## config.mk

```make
export PLATFORM = sky130hd
export DESIGN_NAME = trim_clock_divider
export DESIGN_NICKNAME = d
export VERILOG_FILES = /design/src/rtl/trim_clk_pkg.sv /design/src/rtl/trim_cfg_regs.sv /design/src/rtl/trim_adj_sched.sv /design/src/rtl/trim_int_div.sv /design/src/rtl/trim_out_div.sv /design/src/rtl/trim_clock_divider.sv
export SDC_FILE = /design/constraint.sdc
export NUM_CORES = 1
export LEC_CHECK = 0
export BUFFER_PORTS_ARGS = -buffer_cell sky130_fd_sc_hd__buf_2
export CAP_MARGIN = 10
export CORE_MARGIN = 3
export CORE_UTILIZATION = 37
export DETAILED_ROUTE_END_ITERATION = 10
export GPL_TIMING_DRIVEN = 0
export PLACE_DENSITY = 0.67
export RECOVER_POWER = 100
export SYNTH_ARGS = -nofsm -noshare
export SYNTH_HDL_FRONTEND = slang
export SYNTH_SLANG_ARGS = --single-unit
export TNS_END_PERCENT = 1
```

## constraint.sdc

```tcl
create_clock -name clk -period 3.8 [get_ports clk]
set_clock_uncertainty 0.2 [all_clocks]
set_input_delay 0.38 -clock clk [delete_from_list [all_inputs] [get_ports clk]]
set_output_delay 0.38 -clock clk [all_outputs]
set_load 0.005 [all_outputs]
```

## src/rtl/trim_clk_pkg.sv

```systemverilog
package trim_clk_pkg;

   // Trim direction, as decoded from the configuration word.
   typedef enum logic {
      TRIM_RETARD  = 1'b0,
      TRIM_ADVANCE = 1'b1
   } trim_dir_e;

   // Width of the register identifier field at the top of the word.
   localparam int unsigned TRIM_ID_W = 2;

   // Widest internal period: base ratio 2 plus one retard cycle.
   localparam int unsigned TRIM_PHASE_W = 2;

endpackage

```

## src/rtl/trim_cfg_regs.sv

```systemverilog
module trim_cfg_regs
   import trim_clk_pkg::*;
#(
   parameter int unsigned RATE_W    = 7,
   parameter int unsigned ODIV_W    = 5,
   parameter logic [1:0]  ID_VALUE  = 2'b01,
   parameter bit          RATIO_RST = 1'b1
) (
   input  logic                        clk,
   input  logic                        rst,
   input  logic                        wr_en,
   input  logic [ODIV_W+RATE_W+3:0]    wr_word,
   output trim_dir_e                   dir,
   output logic [RATE_W-1:0]           rate,
   output logic                        half,
   output logic [ODIV_W-1:0]           odiv,
   output logic                        rate_clr,
   output logic                        odiv_chg
);

   localparam int unsigned ODIV_LSB  = 0;
   localparam int unsigned RATIO_BIT = ODIV_W;
   localparam int unsigned RATE_LSB  = ODIV_W + 1;
   localparam int unsigned DIR_BIT   = RATE_LSB + RATE_W;
   localparam int unsigned ID_LSB    = DIR_BIT + 1;
   localparam logic [ODIV_W-1:0] ODIV_RST = ODIV_W'(1) << (ODIV_W - 1);

   logic                 accept;
   logic [ODIV_W-1:0]    new_odiv;

   assign accept   = wr_en && (wr_word[ID_LSB +: TRIM_ID_W] == ID_VALUE);
   assign new_odiv = wr_word[ODIV_LSB +: ODIV_W];
   assign rate_clr = accept;
   assign odiv_chg = accept && (new_odiv != odiv);

   always_ff @(posedge clk) begin
      if (rst) begin
         dir  <= TRIM_RETARD;
         rate <= '0;
         half <= RATIO_RST;
         odiv <= ODIV_RST;
      end else if (accept) begin
         dir  <= trim_dir_e'(wr_word[DIR_BIT]);
         rate <= wr_word[RATE_LSB +: RATE_W];
         half <= wr_word[RATIO_BIT];
         odiv <= new_odiv;
      end
   end

   // a word with a foreign identifier leaves every setting alone
   a_r1_foreign_ignored: assert property (@(posedge clk) disable iff (rst)
      (wr_en && (wr_word[ID_LSB +: TRIM_ID_W] != ID_VALUE))
         |=> ($stable(dir) && $stable(rate) && $stable(half) && $stable(odiv)));

endmodule

```

## src/rtl/trim_adj_sched.sv

```systemverilog
module trim_adj_sched #(
   parameter int unsigned RATE_W = 7
) (
   input  logic              clk,
   input  logic              rst,
   input  logic              clr,
   input  logic [RATE_W-1:0] rate,
   input  logic              iclk_stb,
   output logic              adj_due
);

   localparam logic [RATE_W-1:0] ONE = RATE_W'(1);

   logic [RATE_W-1:0] per_cnt;

   // The current internal period is the N-th of the cadence.
   assign adj_due = (rate != '0) && (per_cnt == rate - ONE);

   always_ff @(posedge clk) begin
      if (rst || clr) begin
         per_cnt <= '0;
      end else if (iclk_stb) begin
         if (adj_due || (rate == '0)) per_cnt <= '0;
         else                         per_cnt <= per_cnt + ONE;
      end
   end

   // the period counter never passes the programmed cadence
   a_r4_count_below_rate: assert property (@(posedge clk) disable iff (rst)
      (rate != '0) |-> (per_cnt < rate));

   // a write leaves the cadence at its first period
   a_r10_restart_clears: assert property (@(posedge clk) disable iff (rst)
      clr |=> (per_cnt == '0));

endmodule

```

## src/rtl/trim_int_div.sv

```systemverilog
module trim_int_div
   import trim_clk_pkg::*;
(
   input  logic      clk,
   input  logic      rst,
   input  logic      half,
   input  trim_dir_e dir,
   input  logic      adj_due,
   output logic      iclk_stb
);

   logic [TRIM_PHASE_W-1:0] phase;
   logic [TRIM_PHASE_W-1:0] base_len;
   logic [TRIM_PHASE_W-1:0] cur_len;
   logic                    adj_ok;

   always_comb begin
      base_len = half ? 2'd2 : 2'd1;
      // advance cannot shorten a one-cycle period
      adj_ok   = adj_due && !((dir == TRIM_ADVANCE) && !half);
      if (!adj_ok)                  cur_len = base_len;
      else if (dir == TRIM_RETARD)  cur_len = base_len + 2'd1;
      else                          cur_len = base_len - 2'd1;
   end

   // >= also closes a period at once when a write shortens it mid-way
   assign iclk_stb = (phase >= cur_len - 2'd1);

   always_ff @(posedge clk) begin
      if (rst)           phase <= '0;
      else if (iclk_stb) phase <= '0;
      else               phase <= phase + 2'd1;
   end

   // no internal period exceeds base ratio plus one retard cycle
   a_r5_phase_bound: assert property (@(posedge clk) disable iff (rst)
      phase <= 2'd2);

   // advance at ratio /1 keeps the strobe on every cycle
   a_r6_no_advance_at_one: assert property (@(posedge clk) disable iff (rst)
      (!half && (dir == TRIM_ADVANCE)) |-> iclk_stb);

endmodule

```

## src/rtl/trim_out_div.sv

```systemverilog
module trim_out_div #(
   parameter int unsigned ODIV_W = 5
) (
   input  logic              clk,
   input  logic              rst,
   input  logic [ODIV_W-1:0] odiv,
   input  logic              restart_req,
   input  logic              iclk_stb,
   output logic              oclk_stb
);

   localparam logic [ODIV_W-1:0] ONE = ODIV_W'(1);

   logic [ODIV_W-1:0] ocnt;
   logic              pending;

   assign oclk_stb = iclk_stb && !pending && (odiv != '0) && (ocnt == odiv - ONE);

   always_ff @(posedge clk) begin
      if (rst) begin
         ocnt    <= '0;
         pending <= 1'b0;
      end else if (restart_req) begin
         pending <= 1'b1;
      end else if (iclk_stb) begin
         if (pending || (odiv == '0)) begin
            pending <= 1'b0;
            ocnt    <= '0;
         end else if (ocnt == odiv - ONE) begin
            ocnt    <= '0;
         end else begin
            ocnt    <= ocnt + ONE;
         end
      end
   end

   // a zero divisor silences the output
   a_r7_off_quiet: assert property (@(posedge clk) disable iff (rst)
      (odiv == '0) |-> !oclk_stb);

   // the strobe after a divisor change never fires the output
   a_r11_no_runt: assert property (@(posedge clk) disable iff (rst)
      $past(restart_req) |-> !oclk_stb);

endmodule

```

## src/rtl/trim_clock_divider.sv

```systemverilog
module trim_clock_divider
   import trim_clk_pkg::*;
#(
   parameter int unsigned RATE_W   = 7,
   parameter int unsigned ODIV_W   = 5,
   parameter logic [1:0]  ID_VALUE = 2'b01
) (
   input  logic                     clk,
   input  logic                     rst,
   input  logic                     cfg_wr,
   input  logic [ODIV_W+RATE_W+3:0] cfg_word,
   output logic                     iclk_stb,
   output logic                     oclk_stb
);

   if (RATE_W < 1 || RATE_W > 16) begin : g_bad_rate
      $error("trim_clock_divider: RATE_W out of range");
   end
   if (ODIV_W < 1 || ODIV_W > 16) begin : g_bad_odiv
      $error("trim_clock_divider: ODIV_W out of range");
   end

   trim_dir_e          dir;
   logic [RATE_W-1:0]  rate;
   logic               half;
   logic [ODIV_W-1:0]  odiv;
   logic               rate_clr;
   logic               odiv_chg;
   logic               adj_due;

   trim_cfg_regs #(
      .RATE_W   (RATE_W),
      .ODIV_W   (ODIV_W),
      .ID_VALUE (ID_VALUE),
      .RATIO_RST(1'b1)
   ) i_cfg (
      .clk     (clk),
      .rst     (rst),
      .wr_en   (cfg_wr),
      .wr_word (cfg_word),
      .dir     (dir),
      .rate    (rate),
      .half    (half),
      .odiv    (odiv),
      .rate_clr(rate_clr),
      .odiv_chg(odiv_chg)
   );

   trim_adj_sched #(.RATE_W(RATE_W)) i_sched (
      .clk     (clk),
      .rst     (rst),
      .clr     (rate_clr),
      .rate    (rate),
      .iclk_stb(iclk_stb),
      .adj_due (adj_due)
   );

   trim_int_div i_int (
      .clk     (clk),
      .rst     (rst),
      .half    (half),
      .dir     (dir),
      .adj_due (adj_due),
      .iclk_stb(iclk_stb)
   );

   trim_out_div #(.ODIV_W(ODIV_W)) i_out (
      .clk        (clk),
      .rst        (rst),
      .odiv       (odiv),
      .restart_req(odiv_chg),
      .iclk_stb   (iclk_stb),
      .oclk_stb   (oclk_stb)
   );

   // the output strobe rides on an internal strobe
   a_r9_out_on_int: assert property (@(posedge clk) disable iff (rst)
      oclk_stb |-> iclk_stb);

   // the first cycle after reset carries no internal strobe at ratio /2
   a_r2_reset_phase: assert property (@(posedge clk)
      ($past(rst) && !rst) |-> !iclk_stb);

endmodule

```

==> results_dict.tcl <==
set metrics [dict create \
    cts-buffers-inserted 5 \
    crit_slowest_cell "or4_4" \
    fin_ws_ns -0.0969 \
    slew_headroom_pct 65.1 \
    synth_edf_count 0 \
    grt_pass1_vias 1442 \
    end_kind "primary output" \
    timing.rr.end "i_out.ocnt[4]" \
    holdWs_ns 0.129 \
    synth_top_area_cell "dfxtp_1" \
    hold_viol_final 0 \
    drt_iter0_markers 66 \
    die_h_um 73.2 \
    clk-insertion-delay-late_ns 0.27 \
    power.total_mw 1.03 \
    cts-root-buf "clkbuf_8" \
    final_cells 294 \
    tns_ns -0.437 \
    critical_path.max_stage_delay_ns 0.51 \
    vias_per_cell 5.11 \
    worst-path-stages 13 \
    violations "negative setup slack" \
    cp.required_ns 3.22 \
    ioPinCount 21 \
    reg2reg_depth 14 \
    fin_crit_ns 3.90 \
    grt_setup_unrepaired "true" \
    drt-total-wl_mm 3.61 \
    grt_max_degree 11 \
    drive_gt1_share_pct 23.4 \
    antenna_found_initial 0 \
    synth.area.top_cells "dfxtp_1 35%, nand2_1 8.5%, xor2_1 6.8%" \
    yosys.area.top_type_share_pct 34.7 \
    place_hpwl_mm 2.61 \
    final_nets 271 \
    startpoint "i_cfg.rate[0]" \
    crit_family "simple AND/OR/NAND/NOR gates" \
    drc 0 \
    clkSinkCount 29 \
    die_area_um2 5360 \
    ys.flop_type "dfxtp_1" \
    p_leak_nw 0.821 \
    netlist_instances 210 \
    critPathBufInv 2 \
    vdd_drop_max_mv 0.292 \
    syn_area_um2 1670 \
    htreeDepth 2 \
    power.density_nw_per_um2 493 \
    crit_type "flop to primary output" \
    syn_avg_cell_area_um2 7.97 \
    n_antenna_cell 0 \
    grt_pass1_wl_mm 6.31 \
    rrSetupSlack_ns -0.09 \
    drtPass1Iterations 6 \
    fin_crit_sh_pct 103 \
    path_max_fanout 10 \
    drv_slew 0 \
    synth-seq-area-share_pct 34.7 \
    synth-seq-cells 29 \
    die_x_um 73.2 \
    yosysUniqueCellTypes 39 \
    grt_usage_pct 15.0 \
    cts_buffer_depth 2 \
    setup_viol 6 \
    pre_cts_ws_ns -0.279 \
    vias 1502 \
    critPathLaunchType "flop" \
    coreArea_um2 4170 \
    cts_tree "built" \
    worstReg2RegStart "i_cfg.rate[0]" \
    worst_pin_slew_ns 0.517 \
    overflow 0 \
    yosysWarningCount 0 \
    async_flop_share_pct 0 \
    syn_to_final_growth_pct 24.5 \
    start_util_pct 40.1 \
    path_clk_slew_ns 0.06 \
    postRouteAntennaNets 0 \
    wl_per_cell_um 12.3 \
    outcome "complete, but fails checks" \
    maxCapViolCount 0 \
    path_cells "or4_4, or3_4, a2111oi_4, nand3_2, nor2_4, mux2_4, ha_4, nand2b_4, a21oi_4, inv_4, nand2_2, nor2_1, buf_2" \
    min_path_type "primary input to flop" \
    num_rows 23 \
    dp_cells 280 \
    endpoint "oclk_stb" \
    port_buffers 20 \
    max_freq_mhz 257 \
    crit_arrival_ns 3.32 \
    syn-num-nets 237 \
    gp_congestion 0.777 \
]
sequential cells by signal (all words and copies together), names as in the netlist:
| register | cells |
|---|---|
| i_cfg.dir | 1 |
| i_cfg.half | 1 |
| i_cfg.odiv | 5 |
| i_cfg.rate | 7 |
| i_int.phase | 2 |
| i_out.ocnt | 5 |
| i_out.pending | 1 |
| i_sched.per_cnt | 7 |
routing by layer:
metal,part of all wire (%),track usage (%)
met1,50,20.0
met2,46,23.2
met3,3.1,3.72
met4,1.1,5.74
met5,0,0
report_power, final:
| part | internal [mW] | total (mW) | switching, mW |
|---|---|---|---|
| sequential | 0.331 | 0.360 | 0.0288 |
| clock | 0.143 | 0.251 | 0.107 |
| combinational | 0.208 | 0.417 | 0.209 |
worst min path at each step:
stage / slack, ns / end / startpoint / cells past startpoint
6_report: 0.13 / i_cfg.half / cfg_word[5] / 3
5_1_grt: 0.14 / i_cfg.dir / cfg_word[13] / 3
4_1_cts: 0.12 / i_cfg.half / cfg_word[5] / 3
3_5_place_dp: 0.26 / i_cfg.dir / i_cfg.dir / 2
3_3_place_gp: 0.27 / i_cfg.dir / i_cfg.dir / 2
2_1_floorplan: 0.24 / i_cfg.dir / i_cfg.dir / 2
logic make-up (layout without fill, tap and decap cells):
| group | Yosys count | count (layout) | share of synthesized area (%) |
|---|---|---|---|
| muxes | 1 | 1 | 0.673 |
| and+or+nand+nor | 97 | 97 | 29.2 |
| buffers and inverters | 17 | 51 | 3.81 |
| xor gates and xnor gates | 24 | 24 | 12.6 |
| DFF | 29 | 29 | 34.7 |
| adders and majority gates | 8 | 8 | 5.98 |
| AOI/OAI and AO/OA | 34 | 34 | 13.1 |
repair_timing:
item / in CTS / in global routing
setup endpoints to repair: 10 / 9
setup buffers: 5 / 4
hold buffers: 0 / 0
pin swaps: 8 / 8
gates resized for setup: 12 / 5
cell type report:
class                           instances  area [um^2]
Multi-Input combinational cell        164         1110
Timing Repair Buffer                   29          175
Buffer                                  7         26.3
Fill cell                             398         2090
Tap cell                               50         62.6
Inverter                                8         32.5
Clock buffer                            7         86.3
Sequential cell                        29          587
tightest hold or removal path, delay by kind of cell:
family | cells | cell delay [ns]
and+or+nand+nor | 2 | 0.11
buffers and inverters | 1 | 0.08
layout by cell type, fill, tap and decap left out, drive strengths merged, types with 3 or more instances in the layout:
cell and n:
nand2 38, dfxtp 29, buf 29, a21oi 17, nor2 14, clkbuf 14
xor2 13, xnor2 11, inv 8, ha 8, nor3 7, nand3 7
or3 6, nand3b 5, a31oi 4, o21ai 4, and3b 3, and3 3
nand4 3, nand2b 3
metrics by stage:
stage | util, % | area [um^2]
floorplan | - | 1730
global placement | 45.3 | 1890
detailed placement | 45.3 | 1890
CTS | 49.0 | 2050
global route | 49.9 | 2080
finish | 49.9 | 2080
cells in the mapped netlist (2+ instances only):
| master | number |
|---|---|
| o21ai_0 | 2 |
| nand2_1 | 38 |
| inv_1 | 8 |
| nand4_1 | 3 |
| nand3_1 | 6 |
| a21oi_1 | 17 |
| nor2_1 | 13 |
| nand2b_1 | 3 |
| dfxtp_1 | 29 |
| or3_1 | 6 |
| xor2_1 | 13 |
| nor3_1 | 7 |
| or2_2 | 2 |
| ha_1 | 8 |
| and3b_1 | 3 |
| xnor2_1 | 11 |
| nand3b_1 | 5 |
| and3_1 | 3 |
| a31oi_1 | 4 |
| nor2b_1 | 2 |
| clkbuf_1 | 9 |
(Power assumes the default switching activity.)
